===== src/rtl/opnd_stage.sv =====
module opnd_stage #(
  parameter int WORD_W = 32,
  parameter int OPC_W = 8,
  localparam int SH_W = $clog2(WORD_W)
) (
  input  logic              clk,
  input  logic              rst_n,
  input  logic              in_valid,
  input  logic [WORD_W-1:0] instr,
  input  logic [WORD_W-1:0] pc,
  input  logic [2:0]        op_class,
  output logic              out_valid,
  output logic [OPC_W-1:0]  out_opcode,
  output logic [2:0]        out_class,
  output logic [WORD_W-1:0] out_value,
  output logic [WORD_W-1:0] out_link,
  output logic [SH_W-1:0]   out_shamt
);
  localparam int OPD_W = WORD_W - OPC_W;

  localparam logic [2:0] C_REG    = 3'd0;
  localparam logic [2:0] C_IMM    = 3'd1;
  localparam logic [2:0] C_DIRECT = 3'd2;
  localparam logic [2:0] C_BRANCH = 3'd3;
  localparam logic [2:0] C_BSR    = 3'd4;
  localparam logic [2:0] C_LEA    = 3'd5;
  localparam logic [2:0] C_PEA    = 3'd6;
  localparam logic [2:0] C_SHIFT  = 3'd7;

  logic [OPD_W-1:0]  opd;
  logic [WORD_W-1:0] opd_sx, opd_zx, next_pc, rel_tgt;
  logic [WORD_W-1:0] value_d, link_d;
  logic [SH_W-1:0]   shamt_d;

  assign opd     = instr[OPD_W-1:0];
  assign opd_sx  = {{OPC_W{opd[OPD_W-1]}}, opd};
  assign opd_zx  = {{OPC_W{1'b0}}, opd};
  assign next_pc = pc + WORD_W'(1);
  assign rel_tgt = next_pc + opd_sx;

  always_comb begin
    value_d = '0;
    link_d  = '0;
    shamt_d = '0;
    unique case (op_class)
      C_IMM:                value_d = opd_sx;
      C_DIRECT:             value_d = opd_zx;
      C_BRANCH, C_LEA, C_PEA: value_d = rel_tgt;
      C_BSR: begin
        value_d = rel_tgt;
        link_d  = next_pc;
      end
      C_SHIFT:              shamt_d = opd[SH_W-1:0];
      C_REG:                ;
      default:              ;
    endcase
  end

  always_ff @(posedge clk) begin
    if (!rst_n) begin
      out_valid  <= 1'b0;
      out_opcode <= '0;
      out_class  <= '0;
      out_value  <= '0;
      out_link   <= '0;
      out_shamt  <= '0;
    end else begin
      out_valid <= in_valid;
      if (in_valid) begin
        out_opcode <= instr[WORD_W-1:OPD_W];
        out_class  <= op_class;
        out_value  <= value_d;
        out_link   <= link_d;
        out_shamt  <= shamt_d;
      end
    end
  end
endmodule



===== config.mk =====
export PLATFORM = sky130hd
export DESIGN_NAME = opnd_stage
export DESIGN_NICKNAME = d
export VERILOG_FILES = /design/src/rtl/opnd_stage.sv
export SDC_FILE = /design/constraint.sdc
export NUM_CORES = 1
export LEC_CHECK = 0
export ABC_AREA = 1
export BUFFER_PORTS_ARGS = -buffer_cell sky130_fd_sc_hd__buf_2
export CAP_MARGIN = 5
export CORE_MARGIN = 2
export CORE_UTILIZATION = 40
export CTS_CLUSTER_SIZE = 28
export DETAILED_ROUTE_END_ITERATION = 10
export SLEW_MARGIN = 20
export SYNTH_ARGS = -nofsm -noshare
export SYNTH_HDL_FRONTEND = slang
export SYNTH_SLANG_ARGS = --single-unit

===== constraint.sdc =====
create_clock -name clk -period 2.9 [get_ports clk]
set_clock_uncertainty 0.05 [all_clocks]
set_input_delay 0.29 -clock clk [delete_from_list [all_inputs] [get_ports clk]]
set_output_delay 0.29 -clock clk [all_outputs]
set_load 0.05 [all_outputs]

==> flow_summary.yaml <==
sta:
  fmax_mhz: 339
  finalSetupViolCount: 2
  period_minus_slack_ps: 2950
  worst_slack_ps: -47.3
  fin_crit_sh_pct: 102
  tightest_slew_ps: 708
  rsz0062_at_grt: "true"
  slew_headroom_pct: 52.7
  hold_violations: 0
  tns_ps: -49.3
  drv_slew: 0
route:
  drc_errors: 0
  routed_wl_um: 23200
  ant_nets: 0
  first_iter_violations: 414
  via_per_inst: 4.77
  dr.pass1.iters: 5
  wl_per_cell_um: 14.8
  num_vias: 7465
global_routing:
  grt_max_degree: 46
  grt_antenna_before_repair: 0
  grt_pass1_wl_um: 34400
  grt_usage_pct: 26.3
  grt_pass1_vias: 6606
  grt_overflow: 0
finish:
  area_delta_synth_final_pct: 41.2
  final_util_pct: 57.3
  design_area_mm2: 0.00904
  num-nets-final: 1458
  layout_common_cells: "nand2_1, buf_2, buf_4, inv_1, a21oi_1"
  layout_commonest_cell: "nand2_1"
  antenna_cells: 0
  fill_cells: 1643
  finalNonFillerCells: 1565
  final_layout_size_suffix_gt1_share_pct: 30.8
placement:
  placed_cells: 1543
  globalplace.congestion: 0.956
  dpl.hpwl_um: 18400
  place_ws_ps: -413
  portBuffers: 150
  dpl_cell_area_mm2: 0.00838
synth:
  ys.flop_type: "dfxtp_1"
  ys_seq_area_share_pct: 25.3
  async_flop_share_pct: 0
  synthCells: 1066
  synth-seq-cells: 81
  yosysTopAreaCell: "dfxtp_1"
  syn_area_mm2: 0.00640
  netlist_top_cells_area: "dfxtp_1, nand2_1, ha_1, a21oi_1, inv_1"
  synth_fp_nets: 1180
  yosys_warnings: 0
  avgSynthCellArea_um2: 6.00
  synth_top_area_share_pct: 25.3
  synth-edff-count: 0
  ys_types: 42
power_and_ir_drop:
  power_leakage_nw: 4.85
  ir_drop_v: 0.000397
  power_density_mw_per_mm2: 411
worst_setup_path:
  path_buf_inv: 3
  worstPathArrival_ps: 3180
  crit_type: "in2reg"
  crit_fanout: 3
  worstPathCellList: "buf_8 > ha_4 > nand3_4 > nor3_4 > nand2_2 > nor3_4 > nand2_2 > nor2_2 > xnor2_1 > inv_2 > ha_4 > nand2_4 > inv_2 > nand2_2 > nand2_2 > o21bai_1 > nor2_1 > nand2_1 > nand2_1 > nand3_2 > nand2_1 > nand2_1 > a21oi_1"
  slowest_delay_ps: 320
  worst_setup_path_start_kind: "input port"
  path_delay_family: "simple AND/OR/NAND/NOR gates"
  critPathSlowestCell: "nor3_4"
  cp-end-kind: "register"
  required_ps: 3130
worst_hold_path:
  hold_class: "in2reg"
floorplan:
  die-area_mm2: 0.0170
  fp.dieH_um: 131
  initial_core_util_pct: 40.6
  rows: 46
  dieWidth_um: 131
  io_pins: 151
  core_area_mm2: 0.0158
clock_tree:
  cts_made_buffers: 9
  clock_path_buffers: 2
  htree_levels: 3
  clkTransAtPathRegs_ps: 70
  cts-root-buf: "clkbuf_16"
  cts_sinks: 81
  cts_tree: "done"
  clk-insertion-delay-late_ps: 340
run:
  drv_cap: 0
outcome:
  violations: "negative setup slack"
  status: "finished, violations left"
==> synth_stat cells (5+ instances only) <==
cell type and number:
buf_2 6, o21ai_0 22, inv_1 122, buf_1 5
or2_2 8, nor2_2 6, xor2_1 15, a21oi_1 98
nand3_1 50, o21bai_1 8, nor3_1 10, nand2_1 427
clkbuf_1 16, nand4_1 5, dfxtp_1 81, ha_1 43
nor2_1 86, and2_1 6, xnor2_1 12
==> worst register-to-register path, cell delays in order (launching register included) <==
cell and delay, ps:
dfxtp_1 390, nand2_1 70, a21oi_1 140
==> layer usage <==
| metal | track usage [%] | up-vias | routed length, µm | share of wire [%] |
|---|---|---|---|---|
| met3 | 2.65 | 36 | 966 | 4.2 |
| li1 | - | 3898 | - | - |
| met1 | 35.2 | 3335 | 10700 | 46 |
| met4 | 9.07 | 0 | 670 | 2.9 |
| met2 | 44.5 | 196 | 10800 | 47 |
| met5 | 0 | - | 0 | 0 |
==> area by class of cell <==
class                   instances  area, µm²  share of cell area (%)
clock buffers                  10        239                    2.64
flip-flops and latches         81       1620                    17.9
well taps                     216        270                    2.99
clock inverters                 6       51.3                   0.567
multi-input cells             830       4490                    49.6
inverters                     127        479                    5.30
repair buffers                295       1890                    20.9
==> power breakdown <==
group | switching [mW] | internal, mW | total (mW)
sequential | 0.0277 | 1.17 | 1.19
clock | 0.519 | 0.615 | 1.13
combinational | 0.874 | 0.511 | 1.39
total | 1.42 | 2.29 | 3.71
==> path summary, 6_finish.rpt <==
kind | startpoint | endpoint | slack (ps) | cells past startpoint
worst max-delay path | pc[1] | out_value[26]$_SDFFE_PN0P_ | -50 | 23
worst min-delay path | instr[28] | out_opcode[4]$_SDFFE_PN0P_ | 120 | 3
worst max register to register | out_value[30]$_SDFFE_PN0P_ | out_value[30]$_SDFFE_PN0P_ | 2180 | 2
worst min register to register | out_value[6]$_SDFFE_PN0P_ | out_value[6]$_SDFFE_PN0P_ | 410 | 2
==> sequential cells by signal (all words and copies together) (netlist names) <==
signal      count
out_valid       1
out_value      32
out_class       3
out_shamt       5
out_opcode      8
out_link       32
==> through the flow <==
| step | total power, mW | hold slack, ps |
|---|---|---|
| after CTS | 3.65 | 111 |
| after global placement | 2.51 | 399 |
| after detailed placement | 2.52 | 402 |
| final | 3.71 | 115 |
| after floorplan | 1.99 | 375 |
| after global routing | 3.90 | 121 |
==> what timing repair did <==
item	CTS	global route
setup endpoints to repair	4	21
buffers inserted	0	6
pin swaps	0	30
hold endpoints to repair	0	0
hold buffers	0	0
resized for setup	2	82
==> cells by family (layout without fill, tap and decap cells) <==
kind of cell    after synthesis  in the layout  share of synthesized area, %
compound gates              136            136                          11.3
xor+xnor                     27             27                          3.69
fa+ha+maj                    44             44                          8.72
buf+inv                     155            438                          9.30
flops                        81             81                          25.3
simple gates                623            623                          41.7
Power figures use the tool's default switching activity.
